**config.mk**
```make
export PLATFORM = sky130hd
export DESIGN_NAME = led_det_capture
export DESIGN_NICKNAME = d
export VERILOG_FILES = /design/src/rtl/led_det_pkg.sv /design/src/rtl/led_det_eval.sv /design/src/rtl/led_det_ctrl.sv /design/src/rtl/led_det_shift.sv /design/src/rtl/led_det_capture.sv
export SDC_FILE = /design/constraint.sdc
export NUM_CORES = 1
export LEC_CHECK = 0
export BUFFER_PORTS_ARGS = -buffer_cell sky130_fd_sc_hd__buf_2
export CAP_MARGIN = 0
export CORE_MARGIN = 3
export CORE_UTILIZATION = 40
export DETAILED_ROUTE_END_ITERATION = 8
export PLACE_DENSITY_LB_ADDON = 0.3
export SYNTH_ARGS = -nofsm -noshare
export SYNTH_HDL_FRONTEND = slang
export SYNTH_SLANG_ARGS = --single-unit
```
**constraint.sdc**
```tcl
create_clock -name clk_i -period 2.5 [get_ports clk_i]
set_input_delay 0.125 -clock clk_i [delete_from_list [all_inputs] [get_ports clk_i]]
set_output_delay 0.125 -clock clk_i [all_outputs]
set_load 0.01 [all_outputs]
```
**src/rtl/led_det_pkg.sv**
```systemverilog
package led_det_pkg;
  localparam int unsigned CH_DEF      = 16;
  localparam int unsigned MIN_LOW_DEF = 50;  // 1 us at 50 MHz
endpackage

```
**src/rtl/led_det_eval.sv**
```systemverilog
module led_det_eval #(
  parameter int unsigned N = 16
) (
  input  logic         clk_i,
  input  logic         rst_ni,
  input  logic         oe_ni,
  input  logic [N-1:0] open_i,
  input  logic [N-1:0] short_i,
  input  logic [N-1:0] latch_i,
  output logic [N-1:0] res_o
);
  logic [N-1:0] flt_q;

  // flags frozen at the last low sample of output enable
  always_ff @(posedge clk_i or negedge rst_ni) begin
    if (!rst_ni)     flt_q <= '0;
    else if (!oe_ni) flt_q <= open_i | short_i;
  end

  for (genvar g = 0; g < N; g++) begin : g_ch
    assign res_o[g] = ~(latch_i[g] & flt_q[g]);
  end
endmodule

```
**src/rtl/led_det_ctrl.sv**
```systemverilog
module led_det_ctrl #(
  parameter int unsigned N       = 16,
  parameter int unsigned MIN_LOW = 50
) (
  input  logic clk_i,
  input  logic rst_ni,
  input  logic det_mode_i,
  input  logic oe_ni,
  input  logic sclk_en_i,
  output logic cap_o,
  output logic valid_o
);
  localparam int unsigned LW = $clog2(MIN_LOW + 1);
  localparam int unsigned CW = (N > 1) ? $clog2(N) : 1;

  logic          oe_q;
  logic          done_q;
  logic [LW-1:0] low_q;
  logic [CW-1:0] cnt_q;
  logic          valid_q;

  assign cap_o   = det_mode_i & oe_ni & ~oe_q & (low_q == LW'(MIN_LOW)) & ~done_q;
  assign valid_o = valid_q;

  always_ff @(posedge clk_i or negedge rst_ni) begin
    if (!rst_ni) begin
      oe_q  <= 1'b1;
      low_q <= '0;
    end else begin
      oe_q <= oe_ni;
      if (oe_ni)                      low_q <= '0;
      else if (low_q != LW'(MIN_LOW)) low_q <= low_q + 1'b1;
    end
  end

  always_ff @(posedge clk_i or negedge rst_ni) begin
    if (!rst_ni)         done_q <= 1'b0;
    else if (!det_mode_i) done_q <= 1'b0;
    else if (cap_o)       done_q <= 1'b1;
  end

  always_ff @(posedge clk_i or negedge rst_ni) begin
    if (!rst_ni) begin
      valid_q <= 1'b0;
      cnt_q   <= '0;
    end else if (cap_o) begin
      valid_q <= 1'b1;
      cnt_q   <= '0;
    end else if (valid_q && sclk_en_i) begin
      if (cnt_q == CW'(N - 1)) begin
        valid_q <= 1'b0;
        cnt_q   <= '0;
      end else begin
        cnt_q <= cnt_q + 1'b1;
      end
    end
  end

  p_valid_rise_r10: assert property (@(posedge clk_i) disable iff (!rst_ni)
    $rose(valid_o) |-> $past(cap_o));
endmodule

```
**src/rtl/led_det_shift.sv**
```systemverilog
module led_det_shift #(
  parameter int unsigned N = 16
) (
  input  logic         clk_i,
  input  logic         rst_ni,
  input  logic         sdi_i,
  input  logic         sclk_en_i,
  input  logic         latch_i,
  input  logic         cap_i,
  input  logic [N-1:0] res_i,
  output logic         sdo_o,
  output logic [N-1:0] latch_o
);
  logic [N-1:0] sr_q;
  logic [N-1:0] lat_q;

  always_ff @(posedge clk_i or negedge rst_ni) begin
    if (!rst_ni)        sr_q <= '0;
    else if (cap_i)     sr_q <= res_i;
    else if (sclk_en_i) sr_q <= {sr_q[N-2:0], sdi_i};
  end

  always_ff @(posedge clk_i or negedge rst_ni) begin
    if (!rst_ni)      lat_q <= '0;
    else if (latch_i) lat_q <= sr_q;
  end

  assign sdo_o   = sr_q[N-1];
  assign latch_o = lat_q;

  p_shift_in_r2: assert property (@(posedge clk_i) disable iff (!rst_ni)
    sclk_en_i && !cap_i |=> sr_q[0] == $past(sdi_i));
  p_latch_copy_r3: assert property (@(posedge clk_i) disable iff (!rst_ni)
    latch_i |=> lat_q == $past(sr_q));
  p_hold_r7: assert property (@(posedge clk_i) disable iff (!rst_ni)
    !sclk_en_i && !cap_i |=> $stable(sr_q));
endmodule

```
**src/rtl/led_det_capture.sv**
```systemverilog
module led_det_capture
  import led_det_pkg::*;
#(
  parameter int unsigned N       = CH_DEF,
  parameter int unsigned MIN_LOW = MIN_LOW_DEF
) (
  input  logic         clk_i,
  input  logic         rst_ni,
  input  logic         det_mode_i,
  input  logic         sdi_i,
  input  logic         sclk_en_i,
  input  logic         latch_i,
  input  logic         oe_ni,
  input  logic [N-1:0] open_i,
  input  logic [N-1:0] short_i,
  output logic         sdo_o,
  output logic [N-1:0] drive_o,
  output logic         result_valid_o
);
  logic         cap_w;
  logic [N-1:0] res_w;
  logic [N-1:0] lat_w;

  led_det_ctrl #(.N(N), .MIN_LOW(MIN_LOW)) u_ctrl (
    .clk_i     (clk_i),
    .rst_ni    (rst_ni),
    .det_mode_i(det_mode_i),
    .oe_ni     (oe_ni),
    .sclk_en_i (sclk_en_i),
    .cap_o     (cap_w),
    .valid_o   (result_valid_o)
  );

  led_det_eval #(.N(N)) u_eval (
    .clk_i  (clk_i),
    .rst_ni (rst_ni),
    .oe_ni  (oe_ni),
    .open_i (open_i),
    .short_i(short_i),
    .latch_i(lat_w),
    .res_o  (res_w)
  );

  led_det_shift #(.N(N)) u_shift (
    .clk_i    (clk_i),
    .rst_ni   (rst_ni),
    .sdi_i    (sdi_i),
    .sclk_en_i(sclk_en_i),
    .latch_i  (latch_i),
    .cap_i    (cap_w),
    .res_i    (res_w),
    .sdo_o    (sdo_o),
    .latch_o  (lat_w)
  );

  assign drive_o = oe_ni ? '0 : lat_w;

  p_cap_mode_r8: assert property (@(posedge clk_i) disable iff (!rst_ni)
    cap_w |-> det_mode_i);
  p_cap_top_r5: assert property (@(posedge clk_i) disable iff (!rst_ni)
    cap_w |=> sdo_o == $past(res_w[N-1]) && result_valid_o);
endmodule

```
# After elaboration in Yosys (flattened, before gate mapping)
# Index checks and enable logic that the tools add are counted.
dict set report totals {
  output_inout_bits 18
  inputBits 39
  register_bits 61
  wordCells 72
}
dict set report op_classes {
  add_sub_neg 2
  muxes 13
  eq_ne 4
  n_bitwise 39
  reduce_logical 6
}
# cell count
set ops {}
lappend ops {{16-bit 2-to-1 mux} 3}
lappend ops {{1-bit bitwise AND} 20}
lappend ops {{1-bit inverter} 18}
lappend ops {{16-bit OR} 1}
lappend ops {{4-bit 2-to-1 mux} 3}
lappend ops {{6-bit 2-to-1 mux} 2}
lappend ops {{2-bit nonzero test} 4}
lappend ops {{6-bit by 1-bit adder with 6-bit output (second input constant)} 1}
lappend ops {{6-bit equality test (second input constant)} 1}
lappend ops {{6-bit != test (second input constant)} 1}
lappend ops {{1-bit 2-to-1 mux} 5}
lappend ops {{4-bit by 1-bit adder with 4-bit output (second input constant)} 1}
lappend ops {{4-bit equality test (second input constant)} 1}
lappend ops {{2-bit by 1-bit != test with 1-bit output (second input constant)} 1}
lappend ops {{2-bit AND reduction} 1}
lappend ops {{1-bit logical AND} 1}

# Logic depth before layout (Yosys ltp)
# Gate-level depths: netlist of the first run.
dict set report depth {
  ltp_word 6
  depth_mapped 6
}

# Cells and area by module
# From an unflattened synthesis of the first run, not the netlist that was laid out.
dict set report unflattened {
  cells_unflattened 265
  area_unflattened_um2 2874.0
}
# mod area_per_inst_um2 instances cells_per_inst
set modules_own_cells {}
lappend modules_own_cells {led_det_shift 1393.8 1 103}
lappend modules_own_cells {led_det_eval 680.7 1 83}
lappend modules_own_cells {led_det_ctrl 655.6 1 62}
lappend modules_own_cells {led_det_capture 143.9 1 17}

# Worst setup path before layout of the first run
# No wires, ideal clock.
dict set report synth_path {
  path_type {flip-flop to flip-flop}
  start {register u_ctrl.low_q[0]}
  end {register u_shift.sr_q[0]}
  setup_slack_ns 0.721
  t_required_ns 2.375
  setup_time_ns 0.125
  synth_period_minus_slack_ns 1.779
  arrival_ns 1.654
  stages_incl_launch_ff 7
  path_cell_list {dfrtp_1 inv_1 ha_1 nand4bb_4 nor4_4 buf_6 mux2_2}
}
dict set report synth_between {
  elab_chain_cells 4
  elab_cells_between_ends 5
  cone_classes {eq/ne (1); mux (1); bitwise (2); reduce/logical (1)}
}
# item line_no
set synth_lines {}
lappend synth_lines {{start: declaration} led_det_ctrl.sv:18} ;# logic [LW-1:0] low_q;
lappend synth_lines {{start signal: assignment} led_det_ctrl.sv:32} ;# else if (low_q != LW'(MIN_LOW)) low_q <= low_q + 1'b1;
lappend synth_lines {{6-bit equality test (*)} led_det_ctrl.sv:22} ;# assign cap_o = det_mode_i & oe_ni & ~oe_q & (low_q == LW'(MIN_LOW)) & ~done_q;
lappend synth_lines {{1-bit bitwise AND (*) (2 in a row)} led_det_ctrl.sv:22}
lappend synth_lines {{16-bit 2-to-1 mux / 2-bit nonzero test (equally long branches)} -}
lappend synth_lines {{end signal: assignment} led_det_shift.sv:19} ;# else if (cap_i) sr_q <= res_i;
lappend synth_lines {{end signal: assignment} led_det_shift.sv:20} ;# else if (sclk_en_i) sr_q <= {sr_q[N-2:0], sdi_i};
lappend synth_lines {{end: declaration} led_det_shift.sv:14} ;# logic [N-1:0] sr_q;
# Mark *: on every way between the ends. The rest lies on a longest branch, timed or not.
# A chain may end at the register's enable or synchronous reset.

# Worst setup path after layout of the first run
dict set report layout_path {
  start {register u_ctrl.low_q[0]}
  end {register u_shift.sr_q[13]}
}
# Same word-level chain as after synthesis.

==> results of run 1 <==
-- repair_timing --
action | 4_1_cts | 5_1_grt
gates resized for setup | 0 | 0
endpoints found under the hold margin | 60 | 0
hold buffers | 1 | 0
endpoints found under the setup margin | 0 | 0
-- state kept, by name, indices dropped and copies added, names as in the netlist --
register	flops
u_ctrl.oe_q	1
u_ctrl.low_q	6
u_ctrl.cnt_q	4
u_shift.latch_o	16
u_ctrl.valid_o	1
u_ctrl.done_q	1
u_eval.flt_q	16
u_shift.sr_q	16
-- routing by layer --
layer / wire (um) / part of all wire [%] / up-vias / GRT usage, %
met5: 0 / 0 / - / 0
met4: 58 / 1.1 / 0 / 4.592
met3: 187 / 3.6 / 5 / 4.435
met2: 2623 / 50 / 29 / 23.52
met1: 2334 / 45 / 947 / 15.61
li1: - / - / 977 / -
-- worst reg2reg max path: cells and delay by family, from the launching register on --
family        cells  cell delay [ps]
mux               1              370
simple gates      2              420
buf+inv           2              430
fa+ha+maj         1              210
flops             1              430
-- final timing paths --
path	from	end	slack, ps	depth (start not counted)
setup / recovery	u_ctrl.low_q[0]	u_shift.sr_q[13]	520	6
hold / removal	det_mode_i	u_ctrl.done_q	50	2
setup reg to reg	u_ctrl.low_q[0]	u_shift.sr_q[13]	520	6
hold reg to reg	u_eval.flt_q[1]	u_eval.flt_q[1]	480	2
max in group asynchronous	rst_ni	u_ctrl.oe_q	1860	3
min in group asynchronous	rst_ni	u_shift.latch_o[5]	340	3
-- report_power, final --
group          internal (uW)  total (uW)  switching [uW]
logic                    404         660             256
registers               1250        1450             199
clock network            481         844             363
total                   2140        2950             818
-- final cells by class --
type / instances / share of cell area (%)
inverters: 2 / 0.2200
clock buffers: 11 / 4.144
flip-flops and latches: 61 / 44.77
well taps: 96 / 3.520
repair buffers: 60 / 9.534
multi-input cells: 175 / 36.34
clock inverters: 5 / 1.467
-- per-stage QoR --
| stage | power (uW) | instance area, um^2 | utilization, % | instances | setup slack [ps] |
|---|---|---|---|---|---|
| CTS | 2999 | 3412 | 49.95 | 410 | 513.4 |
| global route | 3145 | 3412 | 49.95 | 410 | 407.3 |
| global placement | 2114 | 3211 | 47.00 | 393 | 611.3 |
| finish | 2954 | 3412 | 49.95 | 410 | 524.6 |
| detailed placement | 2140 | 3211 | 47.00 | 393 | 533.4 |
| floorplan | 1901 | 2838 | - | 250 | 721.3 |
-- cells by family after synthesis --
family	count (synthesis)
adder cells (fa/ha/maj)	3
AND/OR/NAND/NOR	92
multiplexers	49
buffers and inverters	14
XOR/XNOR	4
AO/OA/AOI/OAI	27
flip-flops	61
-- layout by cell type, fill, tap and decap left out, types with 3 or more instances in the layout --
cell      instances
nand2_1          38
a21oi_1           5
clkinv_2          4
clkbuf_8         10
nor2b_1          16
dfrtp_1          60
nor2_1           19
nor3_1            4
ha_1              3
xor2_1            3
buf_2            56
nand3_1           6
o21ai_0          17
mux2_2           47
==> impl_results.md, run 1 <==
- Outcome: finished, final reports clean
- Synth cell count leaders: dfrtp_1 (60), mux2_2 (47), nand2_1 (38)
- Buf/Inv on CP: 2
- Post-Syn Area per Cell: 11.35 um^2
- # DRC: 0
- P per Cell Area: between 800 and 900 nW/um^2
- 1st-iter DRT viols: 40
- H-tree depth: 3
- Clk_lat worst skew: between 300 and 400 ps
- Top_reg_cell synth: dfrtp_1
- Fraction of synthesized area in multiplexers: around 19%
- Count leader, synth: dfrtp_1
- Gpl congestion: about 0.84
- Reg area: around 1500 um^2
- Post-Syn Area: about 2800 um^2
- Router iterations before antenna repair: 5
- CP Cell Sequence: inv_1, ha_1, nand4bb_4, nor4_4, buf_4, mux2_2
- RSZ-0062 raised after global routing: no
- Clk buf depth: 2
- Grt ovf: 0
- Crit path required time: 2710 ps
- Area leader, netlist: dfrtp_1
- Final setup fails: 0
- Endpoint type of the worst setup path: flop
- First-pass GRT wire length: 8.928 mm
- Cts bufs inserted: 9
- Hold Fails Final Rpt: 0
- Max-slew violation count: 0
- Postcts setup bufs: 0
- Share of the synthesized area in the top cell type: a little over half
- Max Cap Violations: 0
- Compound-Gate Fraction of Synth Area: 5.291%
- Post-synth EDFFs: 0
- CP startpoint kind: flop
- Worst hold path type: input pin to flop
- Xor/xnor share of the synthesized area: 1.235%
- DIE WIDTH: between 90 and 100 um
- Hold Slack: 50.62 ps
- DP HPWL: about 3.4 mm
- Total vias in the final route: ~2,000
- Area grow syn2layout: 20.24%
- Starting Density: about two fifths
- Peak per-stage delay on the critical path: between 400 and 500 ps
- Pleak: approximately 0.0016 uW
- Layout cells sized above 1: 39.81%
- Synth top area cells: dfrtp_1 (53%), mux2_2 (19%), nand2_1 (5.0%)
- Port Buffers: 56
- Adder and majority cell fraction of the synthesized area: about 1.3%
- Worst-margin pin slew: between 400 and 500 ps
- Fillers: between 600 and 700
- CTS sink count: 61
- Final ANT Viol Nets: 0
- Total Routed Length: between 5 and 6 mm
- Post-DR wirelength/cell: between 10 and 15 um
- Synth Register Bits: between 60 and 70
- FFs w/ async S/R, synth: 100.0%
- Layout Nets: approximately 350
- Clock tree root buffer cell: clkbuf_8
- Core area: 6832 um^2
- Post-layout minimum cycle time: about 2000 ps
- Main combinational cell family by area after synthesis: multiplexers
- Clk_skew: about 4.7 ps
- Post-synthesis sequential area ratio: between 50% and 60%
- Simple-Gate Fraction of Synth Area: 16.45%
- Antenna violations before repair: 0
- Synthesis Warnings: 0
- Final period utilization: about four fifths
- Multi-input gate area: between 1000 and 1500 um^2
- Vias in the first global route: between 2,000 and 2,500
- Syn Nets: between 200 and 300
- DR vias/cell: between 4 and 5
- WP data arrival: ~2200 ps
- Max Freq: 506.2 MHz
- CTS clk-pin slew, worst paths: around 60 ps
- ANT cells: 0
- Slowest-stage cell, CP: dfrtp_1
- All-layer global routing usage: between 10% and 20%
- Die H: 90.23 um
- Critical path class: flop to flop
- Sum of negative setup slack: 0 ps
- CP max FO: 21
- CTS tree: done
- Die area: a little over 8000 um^2
- Slew HR: 67.06%
- Largest net degree at the start of global routing: 62
- Post-synth cell types: 32
- CP top delay family: flip-flops
- Post-Synthesis Cells: 250
- VDD IR-drop max: ~0.45 mV
- I/O pins: 57
- Cell row count: 30
Power figures use the tool's default switching activity.
==> run 2: changes to the inputs <==
- clock period: 2.5 -> 1.7 ns (I/O delays scaled with it)
==> run 2 against run 1 <==
  * Non-clock buffer count is 6 higher
  * Clock skew is 1.3 ps higher
  * Global-route usage is 0.69 points higher
  * Total power is 54% higher
  * Critical path type unchanged
  * Core utilization is 1.4 points higher
  * Via count is 0.77% higher
  * Cell count is 1.5% higher
  * Register-to-register slack worse by 470 ps
  * Count of clock-buffer cells in the layout is 1 higher
  * Largest power group unchanged
  * Clock power is 71% higher
  * Design area is 2.8% higher
==> impl_results.md, run 2 (synthesis gave the netlist of run 1 again) <==
- Clk pwr share: 31.5% (+2.9 points)
- Total vias in the final route: 1,973 (+0.77%)
- I/O pins: 57 (unchanged)
- Sum of negative setup slack: 0 ps (unchanged)
- H-tree depth: 3 (unchanged)
- Grt ovf: 0 (unchanged)
- P_sw: 1214 uW (+48%)
- Gpl congestion: 0.6716 (-20%)
- Grt met1 use: 17.71% (+2.1 points)
- RSZ-0062 raised after global routing: no
- Worst-margin pin slew: 568.9 ps (+74.89 ps)
- Post-DR wirelength/cell: 12.76 um (+0.53%)
- Pleak: 0.001611 uW (+2.7%)
- VDD IR-drop max: 0.6591 mV (+48%)
- Postcts setup bufs: 0 (unchanged)
- Hold Fails Final Rpt: 0 (unchanged)
- All-layer global routing usage: 14.20% (+0.69 points)
- WP data arrival: 1840 ps (-350 ps)
- Max-slew violation count: 0 (unchanged)
- CTS tree: done
- Clk buf depth: 2 (unchanged)
- ANT cells: 0 (unchanged)
- Most common cell after layout, fill and taps aside: dfrtp_1
- CTS clk-pin slew, worst paths: 70 ps (about the same)
- Largest net degree at the start of global routing: 56 (-9.7%)
- Cell row count: 30 (unchanged)
- Net Sw Frac: 26.61% (-1.1 points)
- Vias in the first global route: 2,058 (+2.5%)
- Fin area: 3508 um^2 (+2.8%)
- DP HPWL: 3.744 mm (+9.0%)
- First-pass GRT wire length: 9.432 mm (+5.6%)
- P per Cell Area: 1300 nW/um^2 (+50%)
- Critical path class: flop to flop
- Layout cells sized above 1: 41.25% (+1.4 points)
- Total Routed Length: 5.308 mm (+2.0%)
- Fillers: 644 (-2.1%)
- Seq pwr share: 46.8% (-2.3 points)
- Dpl cell area: 3261 um^2 (+1.6%)
- 1st-iter DRT viols: 88 (+120%)
- Crit path required time: 1900 ps (-810 ps)
- CTS sink count: 61 (unchanged)
- DIE WIDTH: 90.23 um (unchanged)
- Clk_lat worst skew: 320 ps (about the same)
- Antenna violations before repair: 0 (unchanged)
- Post-layout minimum cycle time: 1642 ps (-333.3 ps)
- GR Util met2: 23.65% (+0.12 points)
- Int Power: 3348 uW (+57%)
- Cts bufs inserted: 9 (unchanged)
- Gr busiest metal: met2
- Die area: 8141 um^2 (unchanged)
- Part of the power in combinational logic: 21.7% (-0.6 points)
- Final ANT Viol Nets: 0 (unchanged)
- Clock tree root buffer cell: clkbuf_8
- Final setup fails: 0 (unchanged)
- Final period utilization: 96.59% (+18 points)
- Router iterations before antenna repair: 4 (-1)
- Area grow syn2layout: 23.63%
- Outcome: finished, final reports clean
- Starting Density: 41.54% (unchanged)
- CP max FO: 21 (unchanged)
- Port Buffers: 56 (unchanged)
- Clk_skew: 6.013 ps (+1.291 ps)
- Max Freq: 609.0 MHz (+20%)
- Most frequent cells in the layout: dfrtp_1 (60), buf_2 (56), mux2_2 (47), nand2_1 (38), nor2_1 (19)
- Slew HR: 62.07% (-5.0 points)
- Layout Nets: 357 (+1.7%)
- CP startpoint kind: flop
- Worst hold path type: input pin to flop
- Die H: 90.23 um (unchanged)
- Max Cap Violations: 0 (unchanged)
- Endpoint type of the worst setup path: flop
- Core area: 6832 um^2 (unchanged)
- Grt met3 use: 3.766% (-0.67 points)
- DR vias/cell: 4.743 (-0.69%)
- # DRC: 0 (unchanged)
run 2: cell types whose count changed in the layout (fill, tap and decap cells not counted):
cell           previous run  this run
ha_1                      3         2
clkbuf_8                 10        11
ha_2                      0         1
dlygate4sd3_1             1         2
buf_4                     2         6
buf_12                    1         2
clkinv_2                  4         2
inv_2                     0         1
inv_1                     2         1
bufinv_16                 1         2
run 2: cell type report:
| cell class | instances | area [um^2] | area share (%) |
|---|---|---|---|
| Sequential cell | 61 | 1528 | 43.55 |
| Clock inverter | 4 | 70.07 | 1.997 |
| Timing Repair Buffer | 66 | 385.4 | 10.98 |
| Inverter | 2 | 7.507 | 0.2140 |
| Multi-Input combinational cell | 175 | 1242 | 35.41 |
| Clock buffer | 12 | 155.1 | 4.422 |
| Tap cell | 96 | 120.1 | 3.424 |
run 2: per-layer routing:
layer | vias up | share of wire, %
li1 | 978 | -
met5 | - | 0
met4 | 0 | 1.1
met2 | 43 | 50
met3 | 4 | 4.0
met1 | 948 | 45
run 2: repair_timing:
action / 4_1_cts / 5_1_grt
gates resized for setup: 0 / 2
hold endpoints to repair: 23 / 0
hold buffers: 2 / 0
setup endpoints to repair: 0 / 16
run 2: critical path: stages, from the launching register on:
cell	delay (ps)
dfrtp_1	390
inv_2	70
ha_2	190
nand4bb_4	120
nor4_4	190
buf_12	210
mux2_2	340
run 2: path summary, 6_finish.rpt:
check                           slack (ps)  cells after the start            start             endpoint
worst max-delay path                    60                      6  u_ctrl.low_q[0]      u_shift.sr_q[4]
worst min-delay path                    20                      3        open_i[2]      u_eval.flt_q[2]
worst max register to register          60                      6  u_ctrl.low_q[0]      u_shift.sr_q[4]
worst min register to register         480                      1    u_ctrl.done_q        u_ctrl.done_q
max in group asynchronous              770                      3           rst_ni  u_shift.latch_o[11]
min in group asynchronous              290                      2           rst_ni      u_eval.flt_q[6]
run 2: power groups by stage:
stage	combinational, uW	clock, uW	sequential (uW)
after global routing	1130	1550	2200
after floorplan	722	0	2070
after CTS	1010	1490	2140
final	992	1440	2130
after detailed placement	1010	0	2160
after global placement	976	0	2150
run 2: through the flow:
stage	power (uW)	setup WS [ps]	instances	hold slack [ps]	util, %
finish	4561	57.91	416	19.48	51.36
global route	4877	1.561	416	18.72	51.36
CTS	4640	29.44	416	6.103	51.32
detailed placement	3173	51.07	398	111.3	47.73
global placement	3128	67.09	398	118.7	47.73
floorplan	2796	40.17	250	-210.6	-
==> run 3: changes to the inputs <==
- clock period: 1.7 -> 1.85 ns (I/O delays scaled with it)
==> run 3 against run 2 <==
  * Total power shrank 10%
  * Sequential share of layout area shrank 0.28 points
  * Via count grew 2.0%
  * Flip-flop and latch count is the same
  * Fmax shrank 7.0%
  * Die area is the same
  * Core utilization grew 0.33 points
==> impl_results.md, run 3 (synthesis gave the netlist of run 1 again) <==
- Outcome: finished, final reports clean
- Net Sw Frac: 27.22% (+0.61 points)
- DR vias/cell: 4.802 (+1.2%)
- I/O pins: 57 (unchanged)
- Critical path class: flop to flop
- Seq pwr share: 47.9% (+1.1 points)
- RSZ-0062 raised after global routing: no
- Critical R2R Capture: u_shift.sr_q[9]
- Final core utilization: 51.69% (+0.33 points)
- Antenna violations before repair: 0 (unchanged)
- Area grow syn2layout: 24.43%
- Port Buffers: 56 (unchanged)
- VDD IR-drop max: 0.5432 mV (-18%)
- Grt met3 use: 3.849% (+0.084 points)
- Core area: 6832 um^2 (unchanged)
- P per Cell Area: 1157 nW/um^2 (-11%)
- Hold path startpoint: open_i[0]
- Cell row count: 30 (unchanged)
- Gpl congestion: 0.7396 (+10%)
- Grt met1 use: 15.85% (-1.9 points)
- CTS tree: done
- Endpoint type of the worst setup path: flop
- Most frequent cells in the layout: dfrtp_1 (60), buf_2 (56), mux2_2 (47), nand2_1 (38), nor2_1 (19)
- WP data arrival: 1980 ps (+140 ps)
- Crit Reg-Reg Startpoint: u_ctrl.low_q[0]
- Sum of negative setup slack: 0 ps (unchanged)
- Max-slew violation count: 0 (unchanged)
- Die H: 90.23 um (unchanged)
- Buf/Inv on CP: 2 (unchanged)
- Post-DR wirelength/cell: 12.67 um (-0.73%)
- Pleak: 0.001627 uW (+0.98%)
- Cts bufs inserted: 9 (unchanged)
- Worst-margin pin slew: 500.9 ps (-68.03 ps)
- First-pass GRT wire length: 8.880 mm (-5.9%)
- CTS sink count: 61 (unchanged)
- DIE WIDTH: 90.23 um (unchanged)
- Router iterations before antenna repair: 4 (unchanged)
- ANT cells: 0 (unchanged)
- R2R cell count: 6 (unchanged)
- DP HPWL: 3.509 mm (-6.3%)
- Final Power: 4084 uW (-10%)
- Clk pwr share: 29.9% (-1.6 points)
- CP startpoint kind: flop
- Final period utilization: 95.48% (-1.1 points)
- Clk buf depth: 2 (unchanged)
- # DRC: 0 (unchanged)
- Peak per-stage delay on the critical path: 390 ps (about the same)
- Starting Density: 41.54% (unchanged)
- Crit path required time: 2060 ps (+160 ps)
- Total vias in the final route: 2,012 (+2.0%)
- Gr busiest metal: met2
- Flop2flop setup slack: 80 ps (+30 ps)
- CTS clk-pin slew, worst paths: 70 ps (about the same)
- Hold Fails Final Rpt: 0 (unchanged)
- Int Power: 2972 uW (-11%)
- Total Routed Length: 5.307 mm (about the same)
- Fin area: 3531 um^2 (+0.64%)
- Part of the power in combinational logic: 22.2% (+0.5 points)
- Layout Nets: 360 (+0.84%)
- 1st-iter DRT viols: 70 (-20%)
- Worst hold path type: input pin to flop
- Layout cells sized above 1: 42.11% (+0.86 points)
- Largest net degree at the start of global routing: 62 (+11%)
- CP max FO: 6 (-71%)
- Post-layout minimum cycle time: 1766 ps (+124.3 ps)
- Grt ovf: 0 (unchanged)
- H-tree depth: 3 (unchanged)
- CP Cell Sequence: inv_2, ha_2, nand4bb_4, nor4_4, clkbuf_16, mux2_2
- Hold Path End: u_eval.flt_q[0]
- Max Cap Violations: 0 (unchanged)
- P_sw: 1112 uW (-8.4%)
- CP top delay family: simple AND/OR/NAND/NOR gates
- Slowest-stage cell, CP: dfrtp_1
- Clk_skew: 7.446 ps (+1.433 ps)
- All-layer global routing usage: 13.54% (-0.67 points)
- Clock tree root buffer cell: clkbuf_8
- WHS Path Cells: 3 (unchanged)
- Final setup fails: 0 (unchanged)
- GR Util met2: 23.40% (-0.25 points)
- Clk_lat worst skew: 330 ps (about the same)
- Most common cell after layout, fill and taps aside: dfrtp_1
- Vias in the first global route: 2,017 (-2.0%)
- Die area: 8141 um^2 (unchanged)
- Levels on crit path: 6 (unchanged)
- Final ANT Viol Nets: 0 (unchanged)
- Dpl cell area: 3246 um^2 (-0.46%)
- Slew HR: 66.61% (+4.5 points)
- Max Freq: 566.1 MHz (-7.0%)
-- run 3: cell type report --
cell class	count	area, um^2
clock buffer	12	165.2
clock inverter	4	45.04
fill	653	3301
inverter	2	7.507
multi-input combinational	175	1242
sequential	61	1528
tap	96	120.1
timing repair buffer	69	422.9
-- run 3: what timing repair did --
item / 4_1_cts / 5_1_grt
endpoints found under the setup margin: 0 / 16
buffers inserted: 0 / 4
resized for setup: 0 / 2
hold buffers: 2 / 0
endpoints found under the hold margin: 61 / 0
-- run 3: worst max path at each step --
stage | start | endpoint
floorplan | u_ctrl.low_q[0] | u_shift.sr_q[0]
global placement | u_ctrl.low_q[0] | u_shift.sr_q[7]
detailed placement | u_ctrl.low_q[0] | u_shift.sr_q[6]
CTS | u_ctrl.low_q[0] | u_shift.sr_q[10]
global route | u_ctrl.low_q[0] | u_ctrl.cnt_q[0]
finish | u_ctrl.low_q[0] | u_shift.sr_q[9]
-- run 3: per-layer routing --
layer  share of wire (%)  wire [um]
met1                  44       2361
met2                  50       2670
met3                 3.7        198
met4                 1.4         76
met5                   0          0
-- run 3: metrics by stage --
stage               hold WS, ps  worst slack (ps)  std cells
finish                    13.87             83.57        419
global route              14.80             1.468        419
CTS                       1.228             23.08        414
detailed placement        128.7             35.88        396
global placement          126.6             88.29        396
floorplan                -203.1             71.34        250
-- run 3: worst min-delay path: cells and delay by family --
kind	cells	cell delay [ps]
simple gates	1	30
compound gates	1	120
buf+inv	1	70
-- run 3: power groups by stage --
stage / Sequential, uW / Clock [uW] / Combinational (uW)
after floorplan: 1910 / 0 / 663
after global placement: 1970 / 0 / 894
after detailed placement: 1980 / 0 / 920
after CTS: 1960 / 1260 / 926
after global routing: 2010 / 1320 / 1030
final: 1950 / 1220 / 907
